File: config.mk
export PLATFORM = sky130hd
export DESIGN_NAME = oc_force_unit
export DESIGN_NICKNAME = d
export VERILOG_FILES = /design/src/rtl/oc_pkg.sv /design/src/rtl/oc_cmp_chan.sv /design/src/rtl/oc_cap_chan.sv /design/src/rtl/oc_force_unit.sv
export SDC_FILE = /design/constraint.sdc
export NUM_CORES = 1
export LEC_CHECK = 0
export BUFFER_PORTS_ARGS = -buffer_cell sky130_fd_sc_hd__buf_2
export CAP_MARGIN = 10
export CORE_MARGIN = 2
export CORE_UTILIZATION = 35
export CTS_CLUSTER_DIAMETER = 40
export DETAILED_ROUTE_END_ITERATION = 16
export GPL_TIMING_DRIVEN = 0
export PLACE_DENSITY_LB_ADDON = 0.15
export SLEW_MARGIN = 25
export SYNTH_ARGS = -nofsm -noshare
export SYNTH_HDL_FRONTEND = slang
export SYNTH_SLANG_ARGS = --single-unit
File: constraint.sdc
create_clock -name clk -period 1.55 [get_ports clk]
set_input_delay 0.31 -clock clk [delete_from_list [all_inputs] [get_ports clk]]
set_output_delay 0.31 -clock clk [all_outputs]
set_load 0.01 [all_outputs]
File: src/rtl/oc_pkg.sv
// Package: shared constants for the two-channel output compare unit.
// Assumes a fixed ten-entry register map and two channels of each kind.
package oc_pkg;
    localparam int ADDR_W   = 4;
    localparam int NUM_CH   = 2;

    // Register addresses
    localparam logic [ADDR_W-1:0] A_CTRL   = 4'd0;
    localparam logic [ADDR_W-1:0] A_STAT   = 4'd1;
    localparam logic [ADDR_W-1:0] A_CMP_HI = 4'd2; // ch g upper byte at A_CMP_HI + 2g
    localparam logic [ADDR_W-1:0] A_CAP_HI = 4'd6; // ch g upper byte at A_CAP_HI + 2g

    // Control bit positions, per channel g add g
    localparam int B_OE  = 0;
    localparam int B_LVL = 2;
    localparam int B_FRC = 4;
    localparam int B_IE  = 6;
endpackage

File: src/rtl/oc_cmp_chan.sv
// Module: one compare channel.
// Holds a split-loaded compare value, arms and disarms it on byte writes,
// detects a match, keeps the status flag with its two-step clear and the pin state.
// Assumes strobes are one-cycle pulses already decoded by the parent.
module oc_cmp_chan #(
    parameter int DATA_W = 8,
    localparam int CNT_W = 2 * DATA_W
) (
    input  logic              clk,
    input  logic              rst_n,
    input  logic [CNT_W-1:0]  cnt,
    input  logic              hi_wr,
    input  logic              lo_wr,
    input  logic              lo_acc,
    input  logic [DATA_W-1:0] wdata,
    input  logic              stat_rd,
    input  logic              force_en,
    input  logic              level,
    input  logic              oe,
    output logic              flag,
    output logic              armed,
    output logic [CNT_W-1:0]  cmp_val,
    output logic              pin
);
    logic seen_q;
    logic pin_q;
    logic match;

    // A match counts only while both bytes of the value are in place.
    assign match = armed && (cnt == cmp_val);

    // Compare value bytes and the arm state.
    always_ff @(posedge clk) begin
        if (!rst_n) begin
            cmp_val <= '1;
            armed   <= 1'b1;
        end else if (hi_wr) begin
            cmp_val[CNT_W-1:DATA_W] <= wdata;
            armed                   <= 1'b0;
        end else if (lo_wr) begin
            cmp_val[DATA_W-1:0] <= wdata;
            armed               <= 1'b1;
        end
    end

    // Flag: set by a match, cleared by a status read followed by a lower-byte access.
    always_ff @(posedge clk) begin
        if (!rst_n) begin
            flag   <= 1'b0;
            seen_q <= 1'b0;
        end else begin
            if (lo_acc && seen_q) begin
                flag   <= 1'b0;
                seen_q <= 1'b0;
            end else if (stat_rd && flag) begin
                seen_q <= 1'b1;
            end
            if (match) begin
                flag <= 1'b1;
            end
        end
    end

    // Pin state: follows the level when forced or on a match.
    always_ff @(posedge clk) begin
        if (!rst_n) begin
            pin_q <= 1'b0;
        end else if (force_en || match) begin
            pin_q <= level;
        end
    end

    assign pin = oe & pin_q;
endmodule

File: src/rtl/oc_cap_chan.sv
// Module: one capture channel.
// Stores the counter on a strobe unless locked by an upper-byte read that
// has not yet been followed by a lower-byte read.
// Assumes the read strobes are one-cycle pulses.
module oc_cap_chan #(
    parameter int DATA_W = 8,
    localparam int CNT_W = 2 * DATA_W
) (
    input  logic             clk,
    input  logic             rst_n,
    input  logic [CNT_W-1:0] cnt,
    input  logic             evt,
    input  logic             hi_rd,
    input  logic             lo_rd,
    output logic [CNT_W-1:0] cap_val,
    output logic             locked
);
    // Lock tracking across the split read.
    always_ff @(posedge clk) begin
        if (!rst_n) begin
            locked <= 1'b0;
        end else if (hi_rd) begin
            locked <= 1'b1;
        end else if (lo_rd) begin
            locked <= 1'b0;
        end
    end

    // Capture storage, frozen while locked.
    always_ff @(posedge clk) begin
        if (!rst_n) begin
            cap_val <= '0;
        end else if (evt && !locked) begin
            cap_val <= cnt;
        end
    end
endmodule

File: src/rtl/oc_force_unit.sv
// Module: two-channel output compare unit with forced levels, plus
// split-access capture storage, behind an 8-bit register port.
// Assumes cnt_in is a free-running counter supplied by a neighbour
// and that only one register access happens per cycle.
module oc_force_unit #(
    parameter int DATA_W = 8,
    localparam int CNT_W = 2 * DATA_W,
    localparam int ADDR_W = oc_pkg::ADDR_W
) (
    input  logic              clk,
    input  logic              rst_n,
    input  logic [CNT_W-1:0]  cnt_in,
    input  logic              pwm_mode,
    input  logic              onepulse_mode,
    input  logic [1:0]        cap_evt,
    input  logic              reg_wr,
    input  logic              reg_rd,
    input  logic [ADDR_W-1:0] reg_addr,
    input  logic [DATA_W-1:0] reg_wdata,
    output logic [DATA_W-1:0] reg_rdata,
    output logic [1:0]        cmp_out,
    output logic              irq
);
    import oc_pkg::*;

    logic [7:0]                   ctrl_q;
    logic [NUM_CH-1:0]            flag_v;
    logic [NUM_CH-1:0]            armed_v;
    logic [NUM_CH-1:0]            lock_v;
    logic [NUM_CH-1:0][CNT_W-1:0] cmp_v;
    logic [NUM_CH-1:0][CNT_W-1:0] cap_v;
    logic                         stat_rd;

    assign stat_rd = reg_rd && (reg_addr == A_STAT);

    // Control register.
    always_ff @(posedge clk) begin
        if (!rst_n) begin
            ctrl_q <= '0;
        end else if (reg_wr && reg_addr == A_CTRL) begin
            ctrl_q <= reg_wdata[7:0];
        end
    end

    for (genvar g = 0; g < NUM_CH; g++) begin : g_ch
        localparam logic [ADDR_W-1:0] CHI = A_CMP_HI + ADDR_W'(2 * g);
        localparam logic [ADDR_W-1:0] CLO = CHI + ADDR_W'(1);
        localparam logic [ADDR_W-1:0] PHI = A_CAP_HI + ADDR_W'(2 * g);
        localparam logic [ADDR_W-1:0] PLO = PHI + ADDR_W'(1);
        logic force_eff;

        if (g == 0) begin : g_blocked
            // Channel 1 forcing yields to the pulse modes.
            assign force_eff = ctrl_q[B_FRC+g] && !pwm_mode && !onepulse_mode;
        end else begin : g_free
            assign force_eff = ctrl_q[B_FRC+g];
        end

        oc_cmp_chan #(.DATA_W(DATA_W)) u_cmp (
            .clk      (clk),
            .rst_n    (rst_n),
            .cnt      (cnt_in),
            .hi_wr    (reg_wr && reg_addr == CHI),
            .lo_wr    (reg_wr && reg_addr == CLO),
            .lo_acc   ((reg_wr || reg_rd) && reg_addr == CLO),
            .wdata    (reg_wdata),
            .stat_rd  (stat_rd),
            .force_en (force_eff),
            .level    (ctrl_q[B_LVL+g]),
            .oe       (ctrl_q[B_OE+g]),
            .flag     (flag_v[g]),
            .armed    (armed_v[g]),
            .cmp_val  (cmp_v[g]),
            .pin      (cmp_out[g])
        );

        oc_cap_chan #(.DATA_W(DATA_W)) u_cap (
            .clk     (clk),
            .rst_n   (rst_n),
            .cnt     (cnt_in),
            .evt     (cap_evt[g]),
            .hi_rd   (reg_rd && reg_addr == PHI),
            .lo_rd   (reg_rd && reg_addr == PLO),
            .cap_val (cap_v[g]),
            .locked  (lock_v[g])
        );
    end

    // Interrupt request from enabled flags.
    assign irq = |(flag_v & {ctrl_q[B_IE+1], ctrl_q[B_IE]});

    // Read data multiplexer.
    always_comb begin
        reg_rdata = '0;
        case (reg_addr)
            4'd0: reg_rdata = DATA_W'(ctrl_q);
            4'd1: reg_rdata = DATA_W'(flag_v);
            4'd2: reg_rdata = cmp_v[0][CNT_W-1:DATA_W];
            4'd3: reg_rdata = cmp_v[0][DATA_W-1:0];
            4'd4: reg_rdata = cmp_v[1][CNT_W-1:DATA_W];
            4'd5: reg_rdata = cmp_v[1][DATA_W-1:0];
            4'd6: reg_rdata = cap_v[0][CNT_W-1:DATA_W];
            4'd7: reg_rdata = cap_v[0][DATA_W-1:0];
            4'd8: reg_rdata = cap_v[1][CNT_W-1:DATA_W];
            4'd9: reg_rdata = cap_v[1][DATA_W-1:0];
            default: reg_rdata = '0;
        endcase
    end
endmodule

# Yosys cells after proc, flatten, opt, wreduce, memory -nomap -nowiden

Index checks and enable logic that the tools add are counted.

Output and inout port bits: 11
Word-level logic and storage cells: 88
Register bits: 82
Bits of input ports: 36

Bitwise operators: 6
Multiplexer cells: 13
Equality and inequality tests: 11
Reduce and logical (&&, ||, !) cells: 41

Operator list:

| cell                                                 | number |
|---|---|
| case mux 8 bit (10 select lines)                     | 1 |
| equality test 16 bit                                 | 2 |
| logical AND 1 bit                                    | 22 |
| equality test 4 x 3 -> 1 bit (second input constant) | 4 |
| 2-to-1 mux 1 bit                                     | 12 |
| nonzero test 2 bit                                   | 6 |
| equality test 4 x 2 -> 1 bit (second input constant) | 2 |
| equality test 4 bit (second input constant)          | 2 |
| OR reduction 2 bit                                   | 3 |
| equality test 4 x 1 -> 1 bit (second input constant) | 1 |
| zero test 1 bit                                      | 4 |
| zero test 4 bit                                      | 1 |
| AND reduction 2 bit                                  | 2 |
| logical OR 1 bit                                     | 3 |
| NOT 1 bit                                            | 3 |
| AND 1 bit                                            | 2 |
| AND 2 bit                                            | 1 |

# Longest topological paths before layout

Word-level depth: 5
Mapped depth: 7
Depth with buffers taken out: 5

# Modules after synthesis

A second synthesis with hierarchy kept.

Cells, all modules: 510
Area total of the unflattened synthesis: 4380.5 µm²

By module, submodules not included:

| module        | times used | cells an instance | area an instance (µm²) |
|---|---|---|---|
| oc_cmp_chan   | 2          | 106               | 919.6 |
| oc_cap_chan   | 2          | 74                | 701.9 |
| oc_force_unit | 1          | 150               | 1137.3 |

# Worst setup path after synthesis

Ideal clock, no wire load.

Path type: input port to output port
From: input port reg_addr[0]
To: output port reg_rdata[6]
Required time: 1.240 ns
Buffers on the path: 2
Stages: 6
Path slack: -0.161 ns
Data arrival time: 1.401 ns
Cell sequence: buf_2 buf_6 mux2_4 a22o_1 a211oi_1 o21ai_1

Longest elaborated chain between the ends: 2
Elaborated cells on any way between the ends: 11

RTL lines:

| element                                           | line                | source |
|---|---|---|
| start, declared                                   | oc_force_unit.sv:18 | `input logic [ADDR_W-1:0] reg_addr,` |
| equality test 4 bit, or another cell as far along | oc_force_unit.sv:95 | `case (reg_addr)` |
| case mux 8 bit (10 select lines) (*)              | oc_force_unit.sv:95 |  |
| end, declared                                     | oc_force_unit.sv:20 | `output logic [DATA_W-1:0] reg_rdata,` |

Mark *: on every way between the ends. The rest lies on a longest branch, timed or not.

# Final worst setup path

From: input port reg_addr[0]
To: output port reg_rdata[1]

The elaborated chain is that of the path after synthesis.

==> flow_summary.json <==
{
  "ys_ff_latch": 82,
  "max-slew-margin-rel": 0.588,
  "hp-class": "in2reg",
  "clock_skew_ns": 0.00451,
  "coreArea_um2": 11400,
  "num_vias": 4077,
  "rsz0062_at_grt": "yes",
  "timing.critical_path.mode_cell": "buf_12",
  "slew_viol_final": 0,
  "drtIter0Drc": 434,
  "synth_area_leader_cell": "dfxtp_1",
  "synth_warnings": 0,
  "gp_congestion": 0.899,
  "start_util": 0.359,
  "clk_latency_ns": 0.34,
  "layout.nets": 622,
  "synth-edff-count": 0,
  "synthFlopType": "dfxtp_1",
  "arrival_ns": 1.64,
  "drc_errors": 0,
  "synth_top_cells_by_area": "dfxtp_1 40%, nand2_1 13%, nand3_1 6.1%, a21oi_1 4.6%, mux2i_1 4.4%",
  "fmax_mhz": 512,
  "hold_violations": 0,
  "yosysSeqAreaShare": 0.400,
  "grt_overflow_total": 0,
  "critical_path_class": "in2out",
  "power_leakage_nw": 2.25,
  "wl_um": 14800,
  "cts_tree": "done",
  "clk_pin_slew_ns": 0.06,
  "syn_inst": 509,
  "cts-htree-levels": 3,
  "rr_startpoint": "g_ch[1].u_cmp.cmp_val[14]",
  "maxCapViolCount": 0,
  "end_kind": "output pin",
  "clock-sinks": 82,
  "synth_cell_types": 58,
  "tightest_slew_ns": 0.618,
  "antenna_found_initial": 0,
  "violations": "negative setup slack",
  "final_antenna_net_count": 0,
  "crit_fanout": 7,
  "drive_gt1_frac": 0.272,
  "cts_made_buffers": 9,
  "critPathLaunch": "reg_addr[0]",
  "grt_max_degree": 13,
  "peakVddDrop_mv": 0.448,
  "cp-start-kind": "input pin",
  "worstPathRequired_ns": 1.24,
  "clock-root-buffer": "clkbuf_16",
  "r2r_end": "g_ch[1].u_cmp.pin_q",
  "max_stage_delay_ns": 0.45,
  "n_fill_cell": 1143,
  "final_cells": 734,
  "area_delta_synth_final_pct": 28.8,
  "gr-usage-all-layers": 0.240,
  "synth_area_um2": 4100,
  "ios": 47,
  "worstRegToRegCells": 4,
  "seqCellArea_um2": 1670,
  "ys_top_cells_by_count": "140 x nand2_1, 82 x dfxtp_1, 50 x nand3_1",
  "yosysMostFrequentCell": "nand2_1",
  "dp_slack_ns": -0.547,
  "fin_hold_ws_ns": 0.256,
  "worstPathCellList": "buf_12 > buf_12 > buf_8 > nand3_2 > nand2_1 > a222oi_1 > o211ai_1 > buf_2",
  "postSynthAreaPerCell_um2": 8.06,
  "min_delay_path_depth": 2,
  "drt-vias-per-instance": 5.55,
  "worst_slack_ns": -0.405,
  "hold_buffers": 0,
  "die_h_um": 112,
  "dp_cells": 696,
  "multiInputGateArea_um2": 2400,
  "grt_pass1_vias": 3963,
  "firstDrtPassIters": 5,
  "insertedDiodeCount": 0,
  "min_to": "g_ch[0].u_cmp.pin_q",
  "rows": 39,
  "async_flop_share": 0,
  "hpwl_um": 10800,
  "synth_top_area_frac": 0.400,
  "dieArea_um2": 12600,
  "period_share": 1.26,
  "hold_path_startpoint": "onepulse_mode",
  "grt_pass1_wl_um": 22800,
  "die_w_um": 112,
  "finalSetupViolations": 8,
  "tns_ns": -2.52,
  "io_buffers": 44,
  "wl_per_cell_um": 20.2,
  "synth_fp_nets": 545,
  "cellPowerDensity_nw_per_um2": 957,
  "clk_path_buf_depth": 2,
  "period_minus_slack_ns": 1.95,
  "slowest_stage": "a222oi_1",
  "outcome": "complete, but fails checks",
  "ff2ff_setup_slack_ns": 0.02
}
-- state kept, by name, indices dropped and copies added, names as in the netlist --
signal / flops
g_ch.u_cmp.armed: 2
g_ch.u_cmp.cmp_val: 32
g_ch.u_cap.cap_val: 32
g_ch.u_cmp.flag: 2
ctrl_q: 8
g_ch.u_cap.locked: 2
g_ch.u_cmp.seen_q: 2
g_ch.u_cmp.pin_q: 2
-- worst max-delay path: cells and delay by family --
family                 cells  cell delay [ns]
AND/OR/NAND/NOR            2             0.12
buffers and inverters      4             0.57
AO/OA/AOI/OAI              2             0.64
-- power by group --
part	total, W	switching, W	internal, W
Clock	0.00206	0.000843	0.00121
Sequential	0.00224	0.0000581	0.00218
Combinational	0.000765	0.000442	0.000324
Total	0.00506	0.00134	0.00371
-- cell families (layout without fill, tap and decap cells) --
logic type                Yosys count  in the layout  synth area share
AOI/OAI and AO/OA                  87             87             0.139
xor gates and xnor gates           32             32            0.0683
buffers and inverters              39            121            0.0521
DFF                                82             82             0.400
muxes                              24             24            0.0668
and+or+nand+nor                   245            245             0.274
-- how the worst max path moves through the flow --
| stage | slack [ns] | cells past startpoint | to |
|---|---|---|---|
| 3_5_place_dp | -0.55 | 7 | reg_rdata[1] |
| 4_1_cts | -0.35 | 4 | reg_rdata[0] |
| 6_report | -0.40 | 8 | reg_rdata[1] |
| 2_1_floorplan | -0.11 | 6 | reg_rdata[6] |
| 5_1_grt | -0.39 | 5 | reg_rdata[6] |
| 3_3_place_gp | -0.56 | 7 | reg_rdata[1] |
-- timing repair --
| action | in CTS | in global routing |
|---|---|---|
| setup endpoints to repair | 13 | 47 |
| gates resized for setup | 54 | 36 |
| endpoints found under the hold margin | 0 | 0 |
| gates cloned | 0 | 1 |
| pin swaps | 12 | 12 |
| buffers inserted | 18 | 5 |
-- stage by stage --
stage,total power (W),area (um^2),util
6_report,0.00506,5280,0.463
2_1_floorplan,0.00265,4120,-
3_5_place_dp,0.00291,4520,0.396
4_1_cts,0.00504,5110,0.448
5_1_grt,0.00525,5280,0.463
3_3_place_gp,0.00290,4520,0.396
-- placed cells by master (no fill, tap or decap), drive strengths merged, types with 4 or more instances in the layout --
cell and n:
dfxtp 82, clkbuf 30, nor4 4, nand2 140
nor3 6, a22oi 8, mux2i 18, nor2 16
nand3 51, o21ai 13, xor2 15, buf 86
nand2b 4, nor2b 4, and2 6, a21oi 38
mux2 4, xnor2 17
-- area by class of cell --
class                           instances  share of cell area
Tap cell                              143              0.0339
Clock inverter                          2             0.00189
Clock buffer                           14              0.0519
Timing Repair Buffer                   68              0.0883
Buffer                                 34              0.0505
Multi-Input combinational cell        388               0.454
Sequential cell                        82               0.316
Inverter                                3             0.00308
-- per-layer routing --
layer	up-vias	share of wire	track usage
met5	-	0	0
met2	171	0.45	0.371
met3	33	0.080	0.0556
met4	0	0.027	0.0878
li1	1912	-	-
met1	1961	0.44	0.328
Note: power is estimated with default switching activity, not from simulation.
